File: config.mk
export PLATFORM = sky130hd
export DESIGN_NAME = msadc_sequencer
export DESIGN_NICKNAME = d
export VERILOG_FILES = /design/src/rtl/msadc_pkg.sv /design/src/rtl/msadc_ctrl.sv /design/src/rtl/msadc_datapath.sv /design/src/rtl/msadc_sequencer.sv
export SDC_FILE = /design/constraint.sdc
export NUM_CORES = 1
export LEC_CHECK = 0
export ABC_AREA = 0
export BUFFER_PORTS_ARGS = -buffer_cell sky130_fd_sc_hd__buf_2
export CORE_ASPECT_RATIO = 1.1
export CORE_MARGIN = 2
export CORE_UTILIZATION = 53
export DETAILED_ROUTE_END_ITERATION = 8
export PLACE_DENSITY = 0.75
export SLEW_MARGIN = 20
export SYNTH_ARGS = -nofsm -noshare
export SYNTH_HDL_FRONTEND = slang
export SYNTH_SLANG_ARGS = --single-unit
File: constraint.sdc
create_clock -name clk -period 2.7 [get_ports clk]
set_input_delay 0.54 -clock clk [delete_from_list [all_inputs] [get_ports clk]]
set_output_delay 0.54 -clock clk [all_outputs]
set_load 0.03 [all_outputs]
File: src/rtl/msadc_pkg.sv
package msadc_pkg;
  // Control-to-datapath strobes, one set per clock
  typedef struct packed {
    logic tick;       // internal divided tick
    logic polSample;  // last signal tick: capture sign, arm counters
    logic fastWin;    // inside fast-slope window
    logic slowWin;    // inside in-range fine window
    logic fineWin;    // inside fine plus overrange window
    logic latchRes;   // busy falls on this edge
    logic clearRes;   // drop result valid
  } seqCtl_t;
endpackage

File: src/rtl/msadc_ctrl.sv
module msadc_ctrl
  import msadc_pkg::*;
#(
  parameter int DIV     = 4,
  parameter int ZERO_T  = 246,
  parameter int SIG_T   = 256,
  parameter int DEINT_T = 778,
  parameter int FAST_T  = 512,
  parameter int SLOW_T  = 64,
  parameter int OVR_T   = 192,
  parameter int BUSY_T  = 836,
  parameter int REST_T  = 125,
  parameter int LOCK_T  = 1100
) (
  input  logic    clk,
  input  logic    rst,
  input  logic    wrN,
  input  logic    contMode,
  output seqCtl_t ctl,
  output logic    busy,
  output logic    zeroSw,
  output logic    sigSw
);
  localparam int CYCLE       = ZERO_T + SIG_T + DEINT_T;
  localparam int CW          = $clog2(CYCLE);
  localparam int PW          = $clog2(DIV);
  localparam int DEINT_START = ZERO_T + SIG_T;
  localparam int FINE_START  = DEINT_START + FAST_T;
  localparam int BUSY_END    = DEINT_START + BUSY_T - CYCLE;
  localparam int START_OFF   = BUSY_END + REST_T;

  logic [PW-1:0] pre;
  logic [CW-1:0] cyc, el;
  logic running, pending, wrPrevN;
  logic tick, wrEdge, accept, wantStart, lastTick, startNow;

  assign tick      = (pre == PW'(DIV - 1));
  assign wrEdge    = wrPrevN & ~wrN;
  assign accept    = wrEdge & ~contMode & (~running | (el >= CW'(LOCK_T)));
  assign wantStart = pending | accept | contMode;
  assign lastTick  = running & (el == CW'(CYCLE - 1));
  assign startNow  = tick & wantStart & (~running | lastTick);

  always_ff @(posedge clk) begin
    if (rst) begin
      pre <= '0; cyc <= '0; el <= '0;
      running <= 1'b0; pending <= 1'b0; wrPrevN <= 1'b1; busy <= 1'b0;
    end else begin
      wrPrevN <= wrN;
      pre     <= tick ? '0 : pre + 1'b1;
      pending <= startNow ? 1'b0 : (pending | accept);
      if (tick) begin
        if (startNow) begin
          running <= 1'b1;
          el      <= '0;
          cyc     <= CW'(START_OFF);
        end else if (lastTick) begin
          running <= 1'b0;
        end else if (running) begin
          el  <= el + 1'b1;
          cyc <= (cyc == CW'(CYCLE - 1)) ? '0 : cyc + 1'b1;
        end
        if (running && cyc == CW'(DEINT_START - 1)) busy <= 1'b1;
        if (running && cyc == CW'(BUSY_END - 1))    busy <= 1'b0;
      end
    end
  end

  assign zeroSw = ~running | (cyc < CW'(ZERO_T));
  assign sigSw  = running & (cyc >= CW'(ZERO_T)) & (cyc < CW'(DEINT_START));

  always_comb begin
    ctl.tick      = tick;
    ctl.polSample = tick & running & (cyc == CW'(DEINT_START - 1));
    ctl.fastWin   = running & (cyc >= CW'(DEINT_START)) & (cyc < CW'(FINE_START));
    ctl.slowWin   = running & (cyc >= CW'(FINE_START)) & (cyc < CW'(FINE_START + SLOW_T));
    ctl.fineWin   = running & (cyc >= CW'(FINE_START)) & (cyc < CW'(FINE_START + SLOW_T + OVR_T));
    ctl.latchRes  = tick & running & (cyc == CW'(BUSY_END - 1));
    ctl.clearRes  = (startNow & ~contMode) |
                    (contMode & running & (cyc == CW'(DEINT_START - 1)) & (pre == PW'(DIV / 2 - 1)));
  end
endmodule

File: src/rtl/msadc_datapath.sv
module msadc_datapath
  import msadc_pkg::*;
#(
  parameter int FAST_T  = 512,
  parameter int SLOW_T  = 64,
  parameter int OVR_T   = 192,
  parameter int OVR_CAP = 190,
  localparam int COARSE_W = $clog2(FAST_T),
  localparam int SLOW_W   = $clog2(SLOW_T),
  localparam int FINE_W   = $clog2(SLOW_T + OVR_T),
  localparam int MAG_W    = COARSE_W + SLOW_W
) (
  input  logic             clk,
  input  logic             rst,
  input  seqCtl_t          ctl,
  input  logic             cmpIn,
  output logic             fastSw,
  output logic             slowSw,
  output logic             refNeg,
  output logic             resultValid,
  output logic             resSign,
  output logic             resOver,
  output logic [MAG_W-1:0] resMag
);
  logic pol, fastAct, fineAct, agree, fineGate;
  logic [COARSE_W-1:0] coarse;
  logic [FINE_W-1:0]   fine, fineCap;

  assign agree    = (cmpIn == pol);
  // in range the fine slope gets the short window; overrange extends it
  assign fineGate = ctl.fineWin & (fastAct | ctl.slowWin);
  assign fineCap  = fastAct ? FINE_W'(OVR_CAP) : FINE_W'(SLOW_T - 1);

  always_ff @(posedge clk) begin
    if (rst) begin
      pol <= 1'b0; fastAct <= 1'b0; fineAct <= 1'b0;
      coarse <= '0; fine <= '0;
      resultValid <= 1'b0; resSign <= 1'b0; resOver <= 1'b0; resMag <= '0;
    end else begin
      if (ctl.polSample) begin
        pol <= cmpIn; fastAct <= 1'b1; fineAct <= 1'b1;
        coarse <= '0; fine <= '0;
      end else if (ctl.tick) begin
        if (ctl.fastWin && fastAct) begin
          if (agree) coarse <= coarse + 1'b1;
          else       fastAct <= 1'b0;
        end
        if (fineGate && fineAct) begin
          if (agree && fine < fineCap) fine <= fine + 1'b1;
          else                         fineAct <= 1'b0;
        end
      end
      if (ctl.clearRes) resultValid <= 1'b0;
      if (ctl.latchRes) begin
        resultValid <= 1'b1;
        resSign     <= pol;
        resOver     <= fastAct;
        resMag      <= fastAct ? {{(MAG_W-FINE_W){1'b0}}, fine} : {coarse, fine[SLOW_W-1:0]};
      end
    end
  end

  assign fastSw = ctl.fastWin & fastAct;
  assign slowSw = fineGate & fineAct;
  assign refNeg = pol;
endmodule

File: src/rtl/msadc_sequencer.sv
module msadc_sequencer
  import msadc_pkg::*;
#(
  parameter int DIV     = 4,
  parameter int ZERO_T  = 246,
  parameter int SIG_T   = 256,
  parameter int DEINT_T = 778,
  parameter int FAST_T  = 512,
  parameter int SLOW_T  = 64,
  parameter int OVR_T   = 192,
  parameter int OVR_CAP = 190,
  parameter int BUSY_T  = 836,
  parameter int REST_T  = 125,
  parameter int LOCK_T  = 1100,
  localparam int MAG_W  = $clog2(FAST_T) + $clog2(SLOW_T)
) (
  input  logic             clk,
  input  logic             rst,
  input  logic             wrN,
  input  logic             contMode,
  input  logic             cmpIn,
  output logic             zeroSw,
  output logic             sigSw,
  output logic             fastSw,
  output logic             slowSw,
  output logic             refNeg,
  output logic             busy,
  output logic             resultValid,
  output logic             resSign,
  output logic             resOver,
  output logic [MAG_W-1:0] resMag
);
  seqCtl_t ctl;
  logic    tick;

  assign tick = ctl.tick;

  msadc_ctrl #(
    .DIV(DIV), .ZERO_T(ZERO_T), .SIG_T(SIG_T), .DEINT_T(DEINT_T),
    .FAST_T(FAST_T), .SLOW_T(SLOW_T), .OVR_T(OVR_T), .BUSY_T(BUSY_T),
    .REST_T(REST_T), .LOCK_T(LOCK_T)
  ) u_ctrl (
    .clk(clk), .rst(rst), .wrN(wrN), .contMode(contMode),
    .ctl(ctl), .busy(busy), .zeroSw(zeroSw), .sigSw(sigSw)
  );

  msadc_datapath #(
    .FAST_T(FAST_T), .SLOW_T(SLOW_T), .OVR_T(OVR_T), .OVR_CAP(OVR_CAP)
  ) u_dp (
    .clk(clk), .rst(rst), .ctl(ctl), .cmpIn(cmpIn),
    .fastSw(fastSw), .slowSw(slowSw), .refNeg(refNeg),
    .resultValid(resultValid), .resSign(resSign), .resOver(resOver), .resMag(resMag)
  );
endmodule

# Yosys cells after proc, flatten, opt, wreduce, memory -nomap -nowiden
# Index checks and enable logic that the tools add are counted.
totals:
  regBits: 66
  inputBits: 5
op_classes:
  add_sub_neg: 5
  order_cmp: 10
  n_eq_ne: 10
  n_mux: 23
  n_bitwise: 33
  reduce_logical: 22
ops:
  columns: ["cell", "n"]
  rows:
  - ["11-bit 2-to-1 mux", 7]
  - ["1-bit AND", 23]
  - ["11-bit by 1-bit adder with 11-bit output (second input constant)", 2]
  - ["11-bit equality test (second input constant)", 2]
  - ["11-bit < comparator (second input constant)", 2]
  - ["15-bit 2-to-1 mux", 1]
  - ["3-bit AND reduction", 5]
  - ["1-bit 2-to-1 mux", 14]
  - ["2-bit nonzero test", 7]
  - ["11-bit by 6-bit equality test with 1-bit output (second input constant)", 1]
  - ["11-bit by 9-bit equality test with 1-bit output (second input constant)", 1]
  - ["11-bit by 10-bit >= comparator with 1-bit output (second input constant)", 1]
  - ["11-bit >= comparator (second input constant)", 1]
  - ["11-bit by 8-bit >= comparator with 1-bit output (second input constant)", 1]
  - ["11-bit by 9-bit >= comparator with 1-bit output (second input constant)", 1]
  - ["11-bit by 10-bit < comparator with 1-bit output (second input constant)", 1]
  - ["11-bit by 8-bit < comparator with 1-bit output (second input constant)", 1]
  - ["11-bit by 9-bit < comparator with 1-bit output (second input constant)", 1]
  - ["9-bit by 1-bit adder with 9-bit output (second input constant)", 1]
  - ["8-bit by 1-bit adder with 8-bit output (second input constant)", 1]
  - ["8-bit < comparator", 1]
  - ["8-bit 2-to-1 mux", 1]
  - ["1-bit OR", 7]
  - ["2-bit != test (second input constant)", 3]
  - ["other kinds (8)", 17]

# Longest topological paths before layout
# Gate-level depths: netlist (run 1).
depth:
  word_depth: 12
  mapped_depth: 10
  depth_no_buf: 8

# Hierarchy
# Synthesis (run 1) repeated with hierarchy kept, for this count alone.
hier_totals:
  hier_cells: 391
  hier_area_um2: 3444.6
by_module_without_submodules:
  columns: ["module", "n_inst", "cells_each", "area_each_um2"]
  rows:
  - ["msadc_ctrl", 1, 205, 1742.9]
  - ["msadc_datapath", 1, 186, 1701.6]

# Worst setup path after synthesis (run 1)
# Ideal clock, no wire load.
synth_path:
  path_type: "reg2reg"
  from: "register u_dp.fastAct"
  to: "register u_dp.fine[5]"
  setup_time_ns: 0.070
  arrival_ns: 2.625
  required_ns: 2.630
  path_slack_ns: 0.005
  path_stages_with_launch: 11
  synth_period_minus_slack_ns: 2.695
  path_cell_list: "dfxtp_1 buf_6 clkinv_1 ha_1 nand3_1 nor3b_1 or4_4 or3_4 buf_6 or4_1 a21oi_1"
synth_via:
  elab_chain_len: 4
  elab_cells_between_ends: 7
synth_rtl:
  columns: ["item", "line", "rtl"]
  rows:
  - ["start: declaration", "msadc_datapath.sv:25", "logic pol, fastAct, fineAct, agree, fineGate;"]
  - ["start signal: assignment", "msadc_datapath.sv:36", "pol <= 1'b0; fastAct <= 1'b0; fineAct <= 1'b0;"]
  - ["start signal: assignment", "msadc_datapath.sv:41", "pol <= cmpIn; fastAct <= 1'b1; fineAct <= 1'b1;"]
  - ["start signal: assignment", "msadc_datapath.sv:46", "else fastAct <= 1'b0;"]
  - ["8-bit 2-to-1 mux or 1-bit OR (tied branches)", "msadc_datapath.sv:32, msadc_datapath.sv:31", null]
  - ["8-bit < comparator or 1-bit AND (tied branches)", "msadc_datapath.sv:49, msadc_datapath.sv:31", null]
  - ["1-bit logical AND (on tied branches)", "msadc_datapath.sv:49, msadc_datapath.sv:48", null]
  - ["3-bit AND reduction (no line) *", null, null]
  - ["end signal: assignment", "msadc_datapath.sv:49", "if (agree && fine < fineCap) fine <= fine + 1'b1;"]
  - ["end: declaration", "msadc_datapath.sv:27", "logic [FINE_W-1:0] fine, fineCap;"]
# Every way passes the cells marked *; elsewhere a longest branch is shown, timed or not.
# A chain may end at the register's enable or synchronous reset.

# Worst setup path after layout (run 1)
layout_path:
  from: "register u_dp.fastAct"
  to: "register u_dp.fine[7]"
# Same word-level chain as after synthesis.

==> summary.txt, run 1 <==
Syn Inst Count: 403
Layout cell share with drive strength beyond 1: 15.4%
Worst setup margin: 0.163 ns
Clk slew on worst S/H paths: 0.08 ns
R2R depth: 8
GP Congestion: 0.913
ANT cells: 0
R2r setup slk: 0.16 ns
Setup-failing EPs final: 0
Core Region: 5810 um^2
VDD IR max: 372 uV
Worst-Skew Late Latency: 0.35 ns
Worst-margin pin slew: 0.918 ns
Top_reg_cell synth: dfxtp_1
Hold Slack: 0.390 ns
H-Tree Depth: 3
Die Ht: 85.7 um
Max-Cap Viols: 0
Min Tclk post-route: 2.54 ns
Crit-path max FO: 11
Via count: 2991
Yosys warnings: 0
Routed WL per cell: 14.2 um
CTS tree: done
Largest net degree at the start of global routing: 39
CTS root buf: clkbuf_8
Crit share post-route: 94.0%
Mean Syn Cell Area: 7.98 um^2
Rel. slew slack: 38.6%
Total die area: 6710 um^2
Cell variety after synth: 46
Pre-CTS WS: 0.180 ns
Drt drc: 0
GR Util met2: 38.2%
CTS buffer count: 9
Cell with the most instances after synthesis: dfxtp_1
EDFF count, synth: 0
RR Startpoint: u_dp.fastAct$_SDFFE_PP0P_
Input/output buffers: 28
Synth top area share: 41.1%
Max Freq: 394 MHz
Final max-slew violation count: 0
RSZ-0062 raised after global routing: no
Filler cell count in the final layout: 519
Net Count, Synth: 417
Async SR Flop Fraction: 0%
First-pass GRT wire length: 12500 um
Synth top area cells: dfxtp_1, nand2_1, a21oi_1
Final hold vios: 0
Layout Skew: 0.0105 ns
DRT antenna net count: 0
R2r endpoint: u_dp.fine[7]$_SDFFE_PP0P_
Critical path origin: u_dp.fastAct$_SDFFE_PP0P_
Synth area leader: dfxtp_1
Synth Cell Area: 3220 um^2
Io pins: 29
Vias in the first global route: 2705
Die width: 78.3 um
Via density: 5.84
Final instance area: 3620 um^2
GRT Util Overall: 23.4%
Total negative slack: 0 ns
Iter 0 DRT Violations: 205
Layout area overhead: 12.5%
Post-CTS Setup Inserts: 0
Total gr overflow: 0
Sequential-to-total area share from yosys stat: 41.1%
Number of synthesized register bits: 66
Clock Sinks: 66
Initial Utilization: 55.4%
Grt met1 use: 29.7%
Crit path capture: u_dp.fine[7]$_SDFFE_PP0P_
WS Path Type: flip-flop to flip-flop
Initial antenna violation count: 0
Initial DRT Pass Iterations: 5
Pwr Total: 1.85 mW
CP endpoint kind: flip-flop
Hold WC Path Type: input pin to flip-flop
Startpoint types: flip-flop
Outcome: finished clean
Nets: 444
Placed Area: 3430 um^2
GRT met3 Usage: 5.26%
Pleak: 1.37 nW
Clk buf depth: 2
Synth cell count leaders: dfxtp_1, nand2_1, nor2_1
DRT Wirelength: 7280 um
Power per cell area: 513 nW/um^2
# rows: 29
Arrival time worst endpoint: 2.82 ns
GRT Max-Usage Layer: met2
Critical path required time: 2.98 ns
Final HPWL DP: 5130 um
## routing by layer
metal	wire, um	up-vias
li1	-	1487
met3	366	16
met1	3290	1402
met4	137	0
met2	3490	86
met5	0	-
## flip-flops by register name, indices dropped and copies added, names as in the netlist
name              count
u_dp.resultValid      1
u_ctrl.pending        1
u_dp.fineAct          1
u_dp.resMag          15
u_dp.fine             8
u_dp.refNeg           1
u_ctrl.cyc           11
u_dp.coarse           9
u_ctrl.wrPrevN        1
u_ctrl.pre            2
u_dp.fastAct          1
u_dp.resOver          1
u_ctrl.busy           1
u_dp.resSign          1
u_ctrl.running        1
u_ctrl.el            11
## cell usage in the layout, fill, tap and decap left out, types with 3 or more instances in the layout
cell type   instances
a31oi_1             4
mux2i_1             5
nand4_1            10
and3_1             11
o211ai_1            3
and2_1              6
nor2_1             42
a21oi_1            36
o31ai_1             3
xor2_1             17
nor3_1             16
clkbuf_8            9
a211oi_1            4
clkinvlp_4          3
o21ai_0             9
xnor2_1             4
buf_4              10
or4_1               3
inv_1               8
nor3b_1             3
nor4_1              3
buf_2              28
nand2_1            58
nand3_1            29
or3_2               3
ha_1                9
dfxtp_1            65
or2_2               3
## area by class of cell
class                           count  area [um^2]  area share, %
Timing Repair Buffer               38          215           5.95
Inverter                            9         33.8          0.934
Clock inverter                      7         53.8           1.49
Clock buffer                        9          124           3.43
Sequential cell                    66         1320           36.6
Multi-Input combinational cell    306         1770           49.0
Tap cell                           77         96.3           2.66
## worst min-delay path by stage
stage | slack (ns) | startpoint | cells after the start | endpoint
global placement | 0.44 | u_dp.resMag[10]$_SDFFE_PP0P_ | 2 | u_dp.resMag[10]$_SDFFE_PP0P_
CTS | 0.38 | wrN | 2 | u_ctrl.wrPrevN$_SDFF_PP1_
global route | 0.38 | wrN | 2 | u_ctrl.wrPrevN$_SDFF_PP1_
finish | 0.39 | wrN | 2 | u_ctrl.wrPrevN$_SDFF_PP1_
floorplan | 0.44 | u_ctrl.pre[0]$_SDFF_PP0_ | 1 | u_ctrl.pre[0]$_SDFF_PP0_
detailed placement | 0.44 | u_dp.resMag[10]$_SDFFE_PP0P_ | 2 | u_dp.resMag[10]$_SDFFE_PP0P_
## per-stage QoR
step | utilization (%) | cells
2_1_floorplan | - | 403
3_3_place_gp | 59.0 | 496
3_5_place_dp | 59.0 | 496
4_1_cts | 62.1 | 512
5_1_grt | 62.3 | 512
6_report | 62.3 | 512
## kinds of logic (layout without fill, tap and decap cells)
family	Yosys count	after routing	synth area share, %
xor+xnor	21	21	5.72
simple gates	196	196	29.6
compound gates	75	75	14.4
flops	66	66	41.1
buf+inv	31	63	4.16
mux	5	5	1.56
fa+ha+maj	9	9	3.50
## report_power, final
group	switching (mW)	total, mW	internal, mW
Clock	0.422	0.761	0.339
Sequential	0.0161	1.00	0.987
Combinational	0.0581	0.0901	0.0320
Total	0.497	1.85	1.36
## worst max-delay path: stages, from the launching register on
cell and delay (ns):
dfxtp_1 0.34, clkinv_1 0.08, ha_1 0.29, nand3_1 0.09
nor3b_1 0.06, or4_4 0.54, or3_4 0.40, or4_1 0.52
a21oi_1 0.16
## timing repair
item	in CTS	in global routing
hold buffers	0	0
resized for setup	0	4
setup endpoints to repair	0	2
Power figures use the tool's default switching activity.
==> inputs of run 2 (changes only) <==
- ABC_AREA: 0 -> 1
- CORE_UTILIZATION: 53 -> 54
- PLACE_DENSITY: 0.75 -> 0.76
- RECOVER_POWER: unset -> 25
==> summary.txt, run 2 <==
Outcome: finished clean
Max reg flops: 15 (unchanged)
Layout area overhead: 10.0%
GP Congestion: 0.873 (-4.3%)
Biggest register: u_dp.resMag
Sequential power share: 51.2% (-2.9 points)
Share of synthesized cell area in full adder, half adder and majority cells: 3.13% (-0.37 points)
Hold_sp: wrN
Top Registers: u_dp.resMag x15, u_ctrl.cyc x11, u_ctrl.el x11
RR Startpoint: u_ctrl.el[0]$_SDFFE_PP0P_
ANT cells: 0 (unchanged)
WS Path Type: flip-flop to output port
Hold Slack: 0.376 ns (-0.0143 ns)
Layout Skew: 0.0135 ns (+0.00305 ns)
EDFF count, synth: 0 (unchanged)
Routed WL per cell: 13.6 um (-4.7%)
R2R depth: 11 (+3)
CP endpoint kind: output port
Cell variety after synth: 37 (-20%)
Synth Area in Compound Gates: 13.3% (-1.1 points)
Mean Syn Cell Area: 7.18 um^2 (-10%)
Critical path required time: 2.16 ns (-0.82 ns)
Post-synthesis mux area share: 0% (-1.6 points)
Die Ht: 89.6 um (+4.5%)
Switch Pwr: 0.488 mW (-1.7%)
Total die area: 7330 um^2 (+9.2%)
Startpoint types: flip-flop
DRT antenna net count: 0 (unchanged)
Hold WC Path Type: input pin to flip-flop
Final HPWL DP: 5800 um (+13%)
GRT Util Overall: 24.4% (+1.0 points)
Number of synthesized register bits: 66 (unchanged)
Rel. slew slack: 12.1% (-26 points)
Post-Synth Simple-Gate Area: 32.1% (+2.5 points)
Iter 0 DRT Violations: 169 (-18%)
Post-cts sizing count: 0 (unchanged)
Input/output buffers: 28 (unchanged)
Sw Ratio: 25.0% (-1.8 points)
Core Region: 6520 um^2 (+12%)
Min Tclk post-route: 2.52 ns (-0.0169 ns)
Internal: 1.47 mW (+8.0%)
Arrival time worst endpoint: 1.98 ns (-0.84 ns)
Synth area leader: dfxtp_1
XOR/XNOR Fraction of Synth Area: 5.36% (-0.36 points)
Clk buf depth: 2 (unchanged)
Power per cell area: 494 nW/um^2 (-3.6%)
VDD IR max: 342 uV (-7.9%)
Setup-failing EPs final: 0 (unchanged)
Comb power frac: 5.5% (+0.6 points)
DRT Wirelength: 8340 um (+14%)
RSZ-0062 raised after global routing: no
Worst-margin pin slew: 1.32 ns (+0.401 ns)
Total gr overflow: 0 (unchanged)
CTS root buf: clkbuf_8
Via density: 5.50 (-5.8%)
Pwr Total: 1.95 mW (+5.4%)
Initial Utilization: 55.2% (-0.22 points)
Max-Cap Viols: 0 (unchanged)
R2r endpoint: u_ctrl.cyc[1]$_SDFFE_PP0P_
CTS tree: done
Worst setup margin: 0.180 ns (+0.0169 ns)
Die width: 81.8 um (+4.5%)
Net Count, Synth: 515 (+24%)
Sequential-to-total area share from yosys stat: 36.8% (-4.3 points)
Synth top area cells: dfxtp_1, nand2_1, nand3_1
Pleak: 1.58 nW (+15%)
Clock share of power: 43.3% (+2.2 points)
Layout cell share with drive strength beyond 1: 12.2% (-3.2 points)
Via count: 3384 (+13%)
Cell with the most instances after synthesis: nand2_1
Post-CTS Setup Inserts: 0 (unchanged)
Synth Cell Area: 3590 um^2 (+12%)
Crit share post-route: 93.3% (-0.63 points)
Syn Inst Count: 501 (+24%)
Top_reg_cell synth: dfxtp_1
Worst hold endpoint: u_ctrl.wrPrevN$_SDFF_PP1_
Hold path depth: 3 (+1)
Nets: 542 (+22%)
Async SR Flop Fraction: 0% (unchanged)
R2r setup slk: 0.57 ns (+0.41 ns)
Initial antenna violation count: 0 (unchanged)
Worst-Skew Late Latency: 0.35 ns (about the same)
Clk slew on worst S/H paths: 0.07 ns (about the same)
Total negative slack: 0 ns (unchanged)
Hold_buf cts: 0 (unchanged)
First-pass GRT wire length: 14000 um (+12%)
Crit-path max FO: 10 (-1)
Final hold vios: 0 (unchanged)
Max Freq: 397 MHz (+0.67%)
Final max-slew violation count: 0 (unchanged)
CTS buffer count: 9 (unchanged)
Clock Sinks: 66 (unchanged)
Drt drc: 0 (unchanged)
Initial DRT Pass Iterations: 6 (+1)
Largest net degree at the start of global routing: 30 (-23%)
Vias in the first global route: 3107 (+15%)
Yosys warnings: 0 (unchanged)
Commonest non-fill, non-tap cell in the layout: nand2_1
Pre-CTS WS: 0.557 ns (+0.376 ns)
Synth top area share: 36.8% (-4.3 points)
H-Tree Depth: 3 (unchanged)
Most frequent cells in the layout: nand2_1, dfxtp_1, inv_1
Io pins: 29 (unchanged)
Largest family of logic cells by synthesized area: simple AND/OR/NAND/NOR gates
# rows: 31 (+6.9%)
Synth cell count leaders: nand2_1, dfxtp_1, inv_1
==> run 2: cell types whose count changed in the layout (fill, tap and decap cells not counted), moves of 13 or more <==
cell / previous run / this run
nand4_1: 10 / 25
nand2_1: 58 / 88
buf_2: 28 / 9
clkbuf_1: 0 / 21
inv_1: 8 / 50
inv_2: 0 / 13
nand3_1: 29 / 47
==> run 2: worst max-delay path by stage <==
| stage | from | to | slack, ns | cells past startpoint |
|---|---|---|---|---|
| floorplan | u_ctrl.cyc[2]$_SDFFE_PP0P_ | sigSw | 0.62 | 5 |
| global placement | u_ctrl.cyc[10]$_SDFFE_PP0P_ | slowSw | 0.60 | 9 |
| detailed placement | u_ctrl.cyc[10]$_SDFFE_PP0P_ | slowSw | 0.56 | 9 |
| CTS | u_ctrl.cyc[10]$_SDFFE_PP0P_ | slowSw | 0.17 | 9 |
| global route | u_ctrl.cyc[10]$_SDFFE_PP0P_ | slowSw | 0.02 | 9 |
| finish | u_ctrl.cyc[10]$_SDFFE_PP0P_ | slowSw | 0.18 | 9 |
==> run 2: layout make-up <==
cell class              count  area, um^2
inverters                  64         240
well taps                  82         103
clock inverters             5        53.8
repair buffers             34         158
flip-flops and latches     66        1320
fillers                   631        2560
clock buffers              11         141
multi-input cells         353        1940
==> run 2: logic make-up (layout without fill, tap and decap cells) <==
group           after synthesis  count (layout)
xor+xnor                     22              22
flops                        66              66
fa+ha+maj                     9               9
simple gates                236             236
compound gates               86              86
buf+inv                      82             114
==> run 2: power groups by stage <==
stage | clock network, mW | registers (mW) | logic (mW)
2_1_floorplan | 0 | 1.02 | 0.0832
3_3_place_gp | 0 | 1.02 | 0.106
3_5_place_dp | 0 | 1.02 | 0.108
4_1_cts | 0.864 | 1.00 | 0.108
5_1_grt | 0.907 | 1.00 | 0.122
6_report | 0.845 | 1.00 | 0.108
==> run 2: worst max-delay path, cell delays in order, from the launching register on <==
cell and delay (ns):
dfxtp_1 0.48, inv_2 0.12, nor2_2 0.16, nand3_1 0.08, o21ai_1 0.08, nand2_1 0.06, o21ai_1 0.11, nand2_2 0.18
and2_1 0.19, buf_2 0.17
==> run 2: per-layer routing <==
layer	vias to the layer above	global-route usage, %	share of wire, %
met1	1572	29.9	45
met3	15	5.60	4.1
met4	0	8.79	1.9
li1	1714	-	-
met2	83	41.8	49
met5	-	0	0
==> run 2: per-stage QoR <==
| step | cell area [um^2] | std cells | utilization (%) |
|---|---|---|---|
| floorplan | 3590 | 501 | - |
| global placement | 3790 | 599 | 58.1 |
| detailed placement | 3790 | 599 | 58.1 |
| CTS | 3980 | 615 | 61.1 |
| global route | 3960 | 615 | 60.7 |
| finish | 3960 | 615 | 60.7 |
